File: src/rtl/sag_pkg.sv
package sag_pkg;
  typedef enum logic [1:0] {
    MODE_MEM    = 2'd0,
    MODE_DIRECT = 2'd1,
    MODE_STRING = 2'd2,
    MODE_MEM_B  = 2'd3
  } sag_mode_e;

  typedef enum logic [1:0] {
    SEG_ES = 2'd0,
    SEG_CS = 2'd1,
    SEG_SS = 2'd2,
    SEG_DS = 2'd3
  } sag_seg_e;
endpackage

File: src/rtl/sag_offset.sv
module sag_offset #(
  parameter int AW = 16
) (
  input  logic [1:0]    mode,
  input  logic [1:0]    base_sel,
  input  logic [1:0]    idx_sel,
  input  logic [1:0]    disp_sel,
  input  logic [AW-1:0] disp,
  input  logic [AW-1:0] direct_off,
  input  logic [AW-1:0] reg_bx,
  input  logic [AW-1:0] reg_bp,
  input  logic [AW-1:0] reg_si,
  input  logic [AW-1:0] reg_di,
  output logic [AW-1:0] off,
  output logic          uses_bp
);
  import sag_pkg::*;
  localparam int DW8 = 8;

  logic [AW-1:0] base_t, idx_t, disp_t;

  always_comb begin
    unique case (base_sel)
      2'd1:    base_t = reg_bx;
      2'd2:    base_t = reg_bp;
      default: base_t = '0;
    endcase
    unique case (idx_sel)
      2'd1:    idx_t = reg_si;
      2'd2:    idx_t = reg_di;
      default: idx_t = '0;
    endcase
    unique case (disp_sel)
      2'd1:    disp_t = {{(AW-DW8){disp[DW8-1]}}, disp[DW8-1:0]};
      2'd2:    disp_t = disp;
      default: disp_t = '0;
    endcase
  end

  always_comb begin
    uses_bp = 1'b0;
    unique case (sag_mode_e'(mode))
      MODE_DIRECT: off = direct_off;
      MODE_STRING: off = reg_si;
      default: begin
        off     = base_t + idx_t + disp_t;
        uses_bp = (base_sel == 2'd2);
      end
    endcase
  end
endmodule

File: src/rtl/sag_phys.sv
module sag_phys #(
  parameter int AW    = 16,
  parameter int SHIFT = 4
) (
  input  logic [1:0]          seg_id,
  input  logic [AW-1:0]       seg_cs,
  input  logic [AW-1:0]       seg_ds,
  input  logic [AW-1:0]       seg_ss,
  input  logic [AW-1:0]       seg_es,
  input  logic [AW-1:0]       off,
  output logic [AW+SHIFT-1:0] pa
);
  import sag_pkg::*;
  localparam int PAW = AW + SHIFT;

  logic [AW-1:0] seg_v;

  always_comb begin
    unique case (sag_seg_e'(seg_id))
      SEG_ES:  seg_v = seg_es;
      SEG_CS:  seg_v = seg_cs;
      SEG_SS:  seg_v = seg_ss;
      default: seg_v = seg_ds;
    endcase
  end

  assign pa = {seg_v, {SHIFT{1'b0}}} + {{SHIFT{1'b0}}, off};

  // PAW is the width of the result; it is named here only for readers.
  logic [PAW-1:0] unused_width_marker;
  assign unused_width_marker = pa;
endmodule

File: src/rtl/sag_strptr.sv
module sag_strptr #(
  parameter int AW = 16
) (
  input  logic          wide,
  input  logic          dir,
  input  logic [AW-1:0] ptr_in,
  output logic [AW-1:0] ptr_out
);
  localparam logic [AW-1:0] STEP_B = AW'(1);
  localparam logic [AW-1:0] STEP_W = AW'(2);

  logic [AW-1:0] step;

  always_comb begin
    step    = wide ? STEP_W : STEP_B;
    ptr_out = dir ? (ptr_in - step) : (ptr_in + step);
  end
endmodule

File: src/rtl/seg_addr_gen.sv
module seg_addr_gen #(
  parameter int AW    = 16,
  parameter int SHIFT = 4
) (
  input  logic                clk,
  input  logic                rst_n,
  input  logic                req_valid,
  input  logic [1:0]          mode,
  input  logic [1:0]          base_sel,
  input  logic [1:0]          idx_sel,
  input  logic [1:0]          disp_sel,
  input  logic [AW-1:0]       disp,
  input  logic [AW-1:0]       direct_off,
  input  logic [AW-1:0]       reg_bx,
  input  logic [AW-1:0]       reg_bp,
  input  logic [AW-1:0]       reg_si,
  input  logic [AW-1:0]       reg_di,
  input  logic [AW-1:0]       seg_cs,
  input  logic [AW-1:0]       seg_ds,
  input  logic [AW-1:0]       seg_ss,
  input  logic [AW-1:0]       seg_es,
  input  logic                seg_ovr_en,
  input  logic [1:0]          seg_ovr_sel,
  input  logic                wide,
  input  logic                dir,
  output logic                out_valid,
  output logic [AW-1:0]       out_off,
  output logic [AW+SHIFT-1:0] out_pa,
  output logic [AW+SHIFT-1:0] out_dst_pa,
  output logic [AW-1:0]       out_si,
  output logic [AW-1:0]       out_di
);
  import sag_pkg::*;
  localparam int PAW = AW + SHIFT;

  // reset: asserted asynchronously, released through two flops
  logic [1:0] rst_pipe;
  logic       rst_int_n;

  always_ff @(posedge clk or negedge rst_n) begin
    if (!rst_n) rst_pipe <= 2'b00;
    else        rst_pipe <= {rst_pipe[0], 1'b1};
  end
  assign rst_int_n = rst_pipe[1];

  logic            is_str;
  logic [AW-1:0]   off_c;
  logic            uses_bp;
  logic [1:0]      src_seg, dst_seg;
  logic [PAW-1:0]  src_pa_c, dst_pa_c;
  logic [AW-1:0]   si_step, di_step;

  assign is_str = (sag_mode_e'(mode) == MODE_STRING);

  sag_offset #(.AW(AW)) off_i (
    .mode(mode), .base_sel(base_sel), .idx_sel(idx_sel), .disp_sel(disp_sel),
    .disp(disp), .direct_off(direct_off), .reg_bx(reg_bx), .reg_bp(reg_bp),
    .reg_si(reg_si), .reg_di(reg_di), .off(off_c), .uses_bp(uses_bp)
  );

  always_comb begin
    dst_seg = SEG_ES;
    if (is_str)          src_seg = SEG_DS;
    else if (seg_ovr_en) src_seg = seg_ovr_sel;
    else if (uses_bp)    src_seg = SEG_SS;
    else                 src_seg = SEG_DS;
  end

  sag_phys #(.AW(AW), .SHIFT(SHIFT)) src_pa_i (
    .seg_id(src_seg), .seg_cs(seg_cs), .seg_ds(seg_ds), .seg_ss(seg_ss),
    .seg_es(seg_es), .off(off_c), .pa(src_pa_c)
  );

  sag_phys #(.AW(AW), .SHIFT(SHIFT)) dst_pa_i (
    .seg_id(dst_seg), .seg_cs(seg_cs), .seg_ds(seg_ds), .seg_ss(seg_ss),
    .seg_es(seg_es), .off(reg_di), .pa(dst_pa_c)
  );

  sag_strptr #(.AW(AW)) si_step_i (
    .wide(wide), .dir(dir), .ptr_in(reg_si), .ptr_out(si_step)
  );
  sag_strptr #(.AW(AW)) di_step_i (
    .wide(wide), .dir(dir), .ptr_in(reg_di), .ptr_out(di_step)
  );

  // next-state
  logic [AW-1:0]  off_d, si_d, di_d;
  logic [PAW-1:0] pa_d, dst_d;

  always_comb begin
    off_d = off_c;
    pa_d  = src_pa_c;
    if (is_str) begin
      dst_d = dst_pa_c;
      si_d  = si_step;
      di_d  = di_step;
    end else begin
      dst_d = '0;
      si_d  = reg_si;
      di_d  = reg_di;
    end
  end

  // registers
  always_ff @(posedge clk or negedge rst_int_n) begin
    if (!rst_int_n) begin
      out_valid <= 1'b0;
    end else begin
      out_valid <= req_valid;
    end
  end

  always_ff @(posedge clk or negedge rst_int_n) begin
    if (!rst_int_n) begin
      out_off    <= '0;
      out_pa     <= '0;
      out_dst_pa <= '0;
      out_si     <= '0;
      out_di     <= '0;
    end else if (req_valid) begin
      out_off    <= off_d;
      out_pa     <= pa_d;
      out_dst_pa <= dst_d;
      out_si     <= si_d;
      out_di     <= di_d;
    end
  end
endmodule

File: config.mk
export PLATFORM = sky130hd
export DESIGN_NAME = seg_addr_gen
export DESIGN_NICKNAME = d
export VERILOG_FILES = /design/src/rtl/sag_pkg.sv /design/src/rtl/sag_offset.sv /design/src/rtl/sag_phys.sv /design/src/rtl/sag_strptr.sv /design/src/rtl/seg_addr_gen.sv
export SDC_FILE = /design/constraint.sdc
export NUM_CORES = 1
export LEC_CHECK = 0
export ABC_AREA = 1
export BUFFER_PORTS_ARGS = -buffer_cell sky130_fd_sc_hd__buf_2
export CAP_MARGIN = 20
export CORE_UTILIZATION = 30
export DETAILED_ROUTE_END_ITERATION = 7
export GPL_TIMING_DRIVEN = 0
export PLACE_DENSITY = 0.52
export SETUP_SLACK_MARGIN = 0.05
export SLEW_MARGIN = 20
export SYNTH_ARGS = -nofsm -noshare
export SYNTH_HDL_FRONTEND = slang
export SYNTH_SLANG_ARGS = --single-unit
export TNS_END_PERCENT = 5
File: constraint.sdc
create_clock -name clk -period 6.6 [get_ports clk]
set_input_delay 0.66 -clock clk [delete_from_list [all_inputs] [get_ports clk]]
set_output_delay 0.66 -clock clk [all_outputs]
set_load 0.01 [all_outputs]
==> results.cfg, run 1 <==
[layout]
n_antenna_cell = 0
layout.nets = 1841
drive_gt1_share_pct = 19.62
syn2layout_area_growth_pct = 24.57
stdcell_count = 1953

[global_routing]
grt_pass1_wl_um = 52290
grt-ovfl-total = 0
grt_usage_pct = 23.87
first_global_vias = 9015
grt_start_max_net_pins = 53
antenna_found_initial = 0

[floorplanning]
dieArea_um2 = 29660
dieWidth_um = 172.2
num_io_pins = 265
die_height_um = 172.2
rows = 61
start_util_pct = 30.87
core_um2 = 28160

[clocking]
clock_sinks = 87
cts_resized = 0
clockBufferDepth = 2
numCtsBuffers = 9
post_cts_buffers = 0
clk_latency_ps = 350
hold_buffers = 0
cts_htree_levels = 3
clk_pin_slew_ps = 60
tritoncts = yes
clockRootBuffer = clkbuf_16

[route]
finalWirelength_um = 35200
initialDrtViolationCount = 571
final_antenna_net_count = 0
via_count = 9622
drc = 0
drt_pass1_iterations = 6
drt-vias-per-instance = 4.927
wl_per_cell_um = 18.02

[synthesis]
synth_edf_count = 0
synth-seq-cells = 87
synth_area_um2 = 8693
async_reset_ff_share_pct = 100.0
ys.flop_type = dfrtp_1
syn_nets = 1565
syn_inst = 1294
synth_seq_area_share_pct = 25.04
yosys_warnings = 0
avgSynthCellArea_um2 = 6.718
synth.distinct_cells = 49

[critical_path]
reg2reg_from = rst_pipe[1]
reg2reg_slack_ps = 5640
cp-end-kind = flop
arrival_ps = 5760
crit_path_max_incr_delay_ps = 490
cpMostUsedCell = nand2_1
start_kind = primary input
cp.required_ps = 6840
r2r_end = out_di[0]
r2r_cells = 1
slowest_stage = fa_1
path_class = in2reg
critPathMaxFanout = 9

[sta]
timing.final.ws_setup_ps = 1084
tns_ps = 0
rsz0062_at_grt = false
drv_slew = 0
tightest_slew_ps = 916.8
period_minus_slack_ps = 5516
fin_skew_ps = 6.642
hold_slack_ps = 75.37
setup_viol = 0
fin_crit_sh_pct = 83.57
slew_headroom_pct = 38.88
max_freq_ghz = 0.1813
hold_viol = 0

[placed_design]
numPortBuffers = 264
dp_cells = 1937
dp_hpwl_um = 29430
gpl.final_weighted_congestion = 0.9251
post-place-ws_ps = 779.9

[power]
power_w = 0.002159
vdd_drop_max_mv = 0.1238
pwr-share-clk_pct = 25.4
power_frac_comb_pct = 43.3
p_leak_nw = 5.846
p_per_area_nw_per_um2 = 199.4
p_int_w = 0.001282
seqPwrFrac_pct = 31.3
p_sw_share_pct = 40.60
p_switching_w = 0.0008767

[worst_hold_path]
hp-class = in2async

[job]
drv_cap = 0

[outcome]
status = finished, final reports clean
[cell type report]
cell class                 instances  area [µm²]
inverter                         156       585.6
sequential                        87        2181
clock inverter                     4       53.80
tap                              378       473.0
timing repair buffer             265        1349
buffer                            46       214.0
multi-input combinational       1005        5717
fill                            3125       17330
clock buffer                      12       256.5
[synth_stat cells, types with 2 or more instances]
master / count / area, µm²
a32o_1: 3 / 30.03
nor3_1: 6 / 30.03
ha_1: 75 / 938.4
a31oi_1: 16 / 100.1
inv_1: 152 / 570.6
o221ai_1: 5 / 43.79
o22ai_1: 5 / 31.28
nand3b_1: 3 / 22.52
clkbuf_1: 33 / 123.9
a221oi_1: 2 / 17.52
nor2_1: 69 / 259.0
buf_2: 3 / 15.01
a22o_1: 19 / 166.4
inv_2: 3 / 11.26
nor2_2: 2 / 12.51
nand2_2: 5 / 31.28
o21bai_1: 6 / 45.04
o21a_1: 2 / 15.01
nand4_1: 10 / 62.56
fa_1: 20 / 400.4
buf_6: 3 / 33.78
xor2_1: 19 / 166.4
or2_2: 2 / 12.51
buf_1: 3 / 11.26
nand3_1: 63 / 315.3
a21o_1: 2 / 15.01
a21oi_1: 124 / 620.6
buf_4: 4 / 30.03
o21ai_1: 15 / 75.07
a21boi_0: 3 / 22.52
or2_0: 2 / 12.51
o31ai_1: 6 / 45.04
nand2_1: 403 / 1513
o211ai_1: 7 / 52.55
xnor2_1: 14 / 122.6
dfrtp_1: 87 / 2177
o21ai_0: 83 / 415.4
nor2_4: 2 / 22.52
a22oi_1: 3 / 22.52
[through the flow]
step           util [%]  area (µm²)
6_report          38.45       10830
5_1_grt           38.45       10830
4_1_cts           38.45       10830
3_5_place_dp      37.35       10520
3_3_place_gp      37.24       10490
2_1_floorplan         -        8693
[flip-flops by register name, summed over array words and instances, names as in the netlist]
register,cells
out_dst_pa,20
out_si,16
out_off,16
out_valid,1
out_di,16
out_pa,16
rst_pipe,2
[worst max path at each step]
stage / startpoint / cells past startpoint / end
6_report: idx_sel[1] / 32 / out_pa[19]
5_1_grt: idx_sel[1] / 32 / out_pa[19]
4_1_cts: idx_sel[1] / 32 / out_pa[19]
3_5_place_dp: idx_sel[1] / 32 / out_pa[19]
3_3_place_gp: idx_sel[1] / 32 / out_pa[19]
2_1_floorplan: disp_sel[0] / 31 / out_pa[19]
[power by group through the flow]
stage	Clock [W]	Combinational, W	Sequential [W]
2_1_floorplan	0	0.000529	0.000720
3_3_place_gp	0	0.000917	0.000691
3_5_place_dp	0	0.000930	0.000687
4_1_cts	0.000562	0.000934	0.000677
5_1_grt	0.000587	0.00105	0.000687
6_report	0.000549	0.000934	0.000676
[worst max-delay path: cells and delay by family]
family,cells,cell delay (ps)
AOI/OAI and AO/OA,6,1160
buffers and inverters,7,980
adders and majority gates,5,1600
and+or+nand+nor,14,1360
[kinds of logic (layout without fill, tap and decap cells)]
family / count (synthesis) / after routing / share of synthesized area, %
compound gates: 306 / 306 / 20.29
xor+xnor: 33 / 33 / 3.325
fa+ha+maj: 95 / 95 / 15.40
buf+inv: 202 / 483 / 9.197
flops: 87 / 87 / 25.04
other cells: 1 / 1 / 0.04314
simple gates: 570 / 570 / 26.70
[placed cells by master, fill, tap and decap left out, drive strengths merged]
cell type	count
o21ai	99
xor2	19
o21bai	7
dfrtp	87
inv	155
a21o	2
o221ai	5
conb	1
a32o	3
buf	278
clkinvlp	2
a21boi	3
nand3	64
or2	4
o31ai	6
nor4	1
o2111ai	1
a22o	19
nand2	409
o22ai	5
nand3b	3
a21oi	124
clkbuf	45
ha	75
fa	20
bufinv	1
xnor2	14
a31oi	16
a221oi	2
o21a	2
a221o	1
a22oi	3
nand4	10
o211ai	7
nor3	6
nor2	73
a211oi	1
clkinv	2
[layer usage]
| metal | vias to the layer above | global-route usage (%) | wire length, µm |
|---|---|---|---|
| li1 | 4850 | - | - |
| met1 | 4402 | 31.27 | 16090 |
| met2 | 323 | 41.02 | 16660 |
| met3 | 47 | 2.998 | 1676 |
| met4 | 0 | 6.503 | 775 |
| met5 | - | 0 | 0 |
(Power assumes the default switching activity.)
==> inputs of run 2 (changes only) <==
--- a/config.mk
+++ b/config.mk
@@ -5,13 +5,13 @@
 export SDC_FILE = /design/constraint.sdc
 export NUM_CORES = 1
 export LEC_CHECK = 0
-export ABC_AREA = 1
+export ABC_AREA = 0
 export BUFFER_PORTS_ARGS = -buffer_cell sky130_fd_sc_hd__buf_2
 export CAP_MARGIN = 20
 export CORE_UTILIZATION = 30
 export DETAILED_ROUTE_END_ITERATION = 7
 export GPL_TIMING_DRIVEN = 0
-export PLACE_DENSITY = 0.52
+export PLACE_DENSITY = 0.54
 export SETUP_SLACK_MARGIN = 0.05
 export SLEW_MARGIN = 20
 export SYNTH_ARGS = -nofsm -noshare
==> constraint.sdc (replaced) <==
create_clock -name clk -period 4.6 [get_ports clk]
set_input_delay 0.46 -clock clk [delete_from_list [all_inputs] [get_ports clk]]
set_output_delay 0.46 -clock clk [all_outputs]
set_load 0.01 [all_outputs]
==> results.cfg, run 2 <==
[outcome]
status = finished with violations
violations = negative setup slack

[synthesis]
syn_inst = 1017
ys.flop_type = dfrtp_1
synth.distinct_cells = 74
synth-seq-cells = 87
async_reset_ff_share_pct = 100.0
avgSynthCellArea_um2 = 8.394
synth_area_um2 = 8537
netlist_top_cells_count = nor2_1 (101), a21oi_1 (95), dfrtp_1 (87)
yosysMostFrequentCell = nor2_1
yosys_warnings = 0
yosysTopAreaCell = dfrtp_1
synth_seq_area_share_pct = 25.50
syn_nets = 1288
yosys.area.top_type_share_pct = 25.50
synthTopCellsByArea = dfrtp_1 (26%), ha_1 (11%), a21oi_1 (5.6%)
synth_edf_count = 0

[worst_hold_path]
hold_path_depth = 1
worstHoldEndpoint = out_valid
hp-start = req_valid
hp-class = in2reg

[critical_path]
reg2reg_slack_ps = 3500
arrival_ps = 5230
r2r_cells = 3
critPathMaxFanout = 6
r2r_end = out_pa[16]
path_class = in2reg
cp-end-kind = flop
reg2reg_from = out_pa[16]
start_kind = primary input
cp.required_ps = 4840

[route]
drt_pass1_iterations = 5
drc = 0
initialDrtViolationCount = 437
final_antenna_net_count = 0
via_count = 8729
wl_per_cell_um = 19.49
finalWirelength_um = 33170
drt-vias-per-instance = 5.129

[sta]
tns_ps = -2306
timing.final.ws_setup_ps = -392.0
fin_crit_sh_pct = 108.5
max_freq_ghz = 0.2003
setup_viol = 8
rsz0062_at_grt = true
tightest_slew_ps = 825.4
period_minus_slack_ps = 4992
hold_slack_ps = 246.4
hold_viol = 0
fin_skew_ps = 9.464
slew_headroom_pct = 44.39
drv_slew = 0

[placed_design]
post_dp_cell_area_um2 = 10650
dp_hpwl_um = 26800
gpl.final_weighted_congestion = 0.9057
numPortBuffers = 264

[power]
p_leak_nw = 5.326
power_w = 0.003457
vdd_drop_max_mv = 0.1920
p_per_area_nw_per_um2 = 298.9

[layout]
syn2layout_area_growth_pct = 35.50
layout_commonest_cell = buf_2
final.fill_count = 2855
largest-register = out_dst_pa
multi_input_area_um2 = 6377
final_cell_mix = buf_2 (262), nor2_1 (96), dfrtp_1 (86)
layout.nets = 1589
drive_gt1_share_pct = 35.83
largest_register_ffs = 20
regArea_um2 = 2181
final_area_um2 = 11570

[job]
drv_cap = 0

[floorplanning]
rows = 61
die_height_um = 170.7
start_util_pct = 30.64
dieArea_um2 = 29140
core_um2 = 27860
num_io_pins = 265
dieWidth_um = 170.7

[global_routing]
grt_pass1_wl_um = 48690
antenna_found_initial = 1
grt_start_max_net_pins = 53
grt_usage_pct = 22.37
grt-ovfl-total = 0
first_global_vias = 8440

[clocking]
clock_sinks = 87
cts_htree_levels = 3
clockBufferDepth = 2
clockRootBuffer = clkbuf_16
clk_latency_ps = 350
tritoncts = yes
clk_pin_slew_ps = 70
numCtsBuffers = 9
-- run 2: cell types whose count changed in the layout (fill, tap and decap cells not counted), sizes merged, moves of 27 or more --
cell	change
nand2	-366
inv	-74
o21ai	-44
a22oi	+43
nand3	-43
buf	+33
a21oi	-28
nor2	+28
xnor2	+27
-- run 2: worst max-delay path by stage --
stage	depth (start not counted)	endpoint	slack, ps	startpoint
2_1_floorplan	25	out_pa[14]	-200	idx_sel[1]
3_3_place_gp	27	out_pa[17]	-1100	base_sel[0]
3_5_place_dp	23	out_pa[19]	-1080	base_sel[0]
4_1_cts	27	out_pa[14]	-370	idx_sel[1]
5_1_grt	27	out_pa[14]	-570	base_sel[0]
6_report	27	out_pa[14]	-390	base_sel[0]
-- run 2: worst max-delay path: stages --
cell,delay [ps]
buf_8,100
clkinv_4,40
ha_4,130
buf_12,110
a22oi_2,60
or2_4,230
fa_1,560
inv_2,50
ha_4,150
inv_2,50
fa_2,180
and2b_2,240
o31ai_4,370
buf_4,190
nand2_4,40
a31oi_4,230
xor2_2,190
a21oi_4,90
ha_4,270
a21oi_4,150
o21ai_4,100
o2111a_1,150
a2111oi_4,370
o21ai_2,140
a211oi_2,210
nor3b_2,80
mux2_4,260
-- run 2: report_power, final --
group | switching, W | leakage [nW] | internal (W) | total (W)
registers | 0.0000867 | 1.05 | 0.000909 | 0.000995
logic | 0.000922 | 4.14 | 0.000769 | 0.00169
clock network | 0.000346 | 0.135 | 0.000425 | 0.000771
-- run 2: cell type report --
class                           instances  share of cell area, %
Sequential cell                        87                  18.85
Tap cell                              378                  4.089
Multi-Input combinational cell        793                  55.13
Clock buffer                           10                  1.979
Antenna cell                            1                0.02163
Buffer                                 51                  2.672
Inverter                               81                  2.715
Clock inverter                          6                 0.6057
Timing Repair Buffer                  295                  13.93
-- run 2: routing by layer --
metal  vias up  global-route usage (%)  routed length [µm]
met5         -                       0                   0
met4         0                   5.758                 619
met3        34                   4.025                1896
met2       262                   37.83               15930
met1      4182                   29.19               14730
li1       4251                       -                   -
-- run 2: cell families after synthesis --
logic type               synth area share (%)
buffers and inverters                   6.273
other                                 0.04393
multiplexers                            6.478
XOR/XNOR                                5.848
flip-flops                              25.50
AO/OA/AOI/OAI                           24.56
adder cells (fa/ha/maj)                 15.68
AND/OR/NAND/NOR                         15.61
-- run 2: stage by stage --
stage | utilization [%] | instances | setup slack (ps)
CTS | 40.33 | 1688 | -373.2
global route | 41.51 | 1701 | -570.0
finish | 41.52 | 1702 | -392.0
floorplan | - | 1017 | -200.8
global placement | 38.04 | 1659 | -1099
detailed placement | 38.23 | 1661 | -1077
-- run 2: timing repair --
item	in CTS	in global routing
hold buffers	1	0
gates resized for setup	48	53
buffers inserted	13	15
endpoints found under the hold margin	2	0
pin swaps	31	48
setup endpoints to repair	9	9
==> inputs of run 3 (changes only) <==
--- a/config.mk
+++ b/config.mk
@@ -11,7 +11,6 @@
 export CORE_UTILIZATION = 30
 export DETAILED_ROUTE_END_ITERATION = 7
 export GPL_TIMING_DRIVEN = 0
-export PLACE_DENSITY = 0.54
 export SETUP_SLACK_MARGIN = 0.05
 export SLEW_MARGIN = 20
 export SYNTH_ARGS = -nofsm -noshare
==> results.cfg, run 3 (same netlist as run 2, synthesis figures left out) <==
[critical_path]
slowest_stage = fa_1
critPathMaxFanout = 5
critPathBufInv = 4
cp.required_ps = 4850
r2r_cells = 3
crit_path_max_incr_delay_ps = 560
arrival_ps = 5130
crit_cells = 25
crit_family = compound AO/OA/AOI/OAI gates
cp-end-kind = flop
cpMostUsedCell = ha_4
path_class = in2reg
start_kind = primary input

[worst_hold_path]
hold_path_depth = 1
hp-class = in2reg

[clocking]
clk_pin_slew_ps = 70
clock_sinks = 87
cts_htree_levels = 3
clockBufferDepth = 2
clk_latency_ps = 360
numCtsBuffers = 9
clockRootBuffer = clkbuf_16
tritoncts = yes

[sta]
max_freq_ghz = 0.2050
fin_crit_sh_pct = 106.0
timing.final.ws_setup_ps = -277.2
setup_viol = 8
drv_slew = 0
period_minus_slack_ps = 4877
tightest_slew_ps = 830.6
hold_slack_ps = 225.7
hold_viol = 0
slew_headroom_pct = 44.63
fin_skew_ps = 7.087
rsz0062_at_grt = true

[power]
power_w = 0.003423
p_per_area_nw_per_um2 = 300.6
p_leak_nw = 5.249
vdd_drop_max_mv = 0.1627

[layout]
utilization_pct = 40.88
largest_register_ffs = 20
drive_gt1_share_pct = 34.96
final.fill_count = 2859
syn2layout_area_growth_pct = 33.39
regArea_um2 = 2181
final_cell_mix = buf_2 (263), nor2_1 (97), dfrtp_1 (86)
layout_commonest_cell = buf_2
final_area_um2 = 11390
layout.nets = 1579
largest-register = out_dst_pa
multi_input_area_um2 = 6290

[global_routing]
grt_start_max_net_pins = 45
grt-ovfl-total = 0
grt_usage_pct = 22.29
first_global_vias = 8404
grt_pass1_wl_um = 48260
antenna_found_initial = 2

[floorplanning]
start_util_pct = 30.64
rows = 61
die_height_um = 170.7
dieArea_um2 = 29140
dieWidth_um = 170.7
num_io_pins = 265
core_um2 = 27860

[outcome]
status = finished with violations
violations = negative setup slack

[placed_design]
post_dp_cell_area_um2 = 10630
numPortBuffers = 264
gpl.final_weighted_congestion = 0.9196
dp_hpwl_um = 26750
post-place-ws_ps = -1059

[route]
wl_per_cell_um = 19.25
initialDrtViolationCount = 503
drt-vias-per-instance = 5.197
drt_pass1_iterations = 5
final_antenna_net_count = 0
drc = 0
finalWirelength_um = 32610
via_count = 8803

[job]
drv_cap = 0
## run 3: changes by cell type in the layout (fill, tap and decap cells not counted), moves of 3 or more
cell and delta:
a21oi_2 +3, buf_4 -8, nand2_1 +4, nand2_4 -3
## run 3: layer usage
| metal | global-route usage (%) | part of all wire (%) | vias up |
|---|---|---|---|
| li1 | - | - | 4237 |
| met1 | 28.79 | 43 | 4220 |
| met2 | 36.52 | 47 | 304 |
| met3 | 4.534 | 7.3 | 42 |
| met4 | 8.186 | 2.6 | 0 |
| met5 | 0 | 0 | - |
## run 3: area by class of cell
| class | count | share of cell area [%] |
|---|---|---|
| antenna | 3 | 0.06593 |
| buffer | 49 | 2.395 |
| clock buffer | 10 | 2.099 |
| clock inverter | 6 | 0.5933 |
| inverter | 81 | 2.758 |
| multi-input combinational | 793 | 55.24 |
| sequential | 87 | 19.15 |
| tap | 378 | 4.153 |
| timing repair buffer | 287 | 13.55 |
## run 3: path summary, 6_finish.rpt
check / from / endpoint / slack (ps)
worst max-delay path: base_sel[0] / out_pa[14] / -280
worst min-delay path: req_valid / out_valid / 230
worst max register to register: out_pa[16] / out_pa[16] / 3460
worst min register to register: rst_pipe[1] / out_pa[19] / 360
max in group asynchronous: rst_pipe[1] / out_di[4] / 3590
min in group asynchronous: rst_pipe[1] / out_pa[19] / 360
## run 3: power by group
part           total [W]  switching [W]  internal, W
Sequential       0.00101      0.0000988     0.000909
Combinational    0.00163       0.000893     0.000734
Clock           0.000788       0.000350     0.000438
Total            0.00342        0.00134      0.00208
## run 3: through the flow
| stage | instances | TNS, ps |
|---|---|---|
| finish | 1694 | -1418 |
| detailed placement | 1660 | -8540 |
| global placement | 1659 | -7992 |
| global route | 1693 | -3134 |
| CTS | 1683 | -1794 |
| floorplan | 1017 | -865.5 |
## run 3: timing repair
action,CTS,global route
pin swaps,32,47
setup buffers,11,10
resized for setup,49,39
hold endpoints to repair,2,0
hold buffers,1,0
endpoints found under the setup margin,9,9
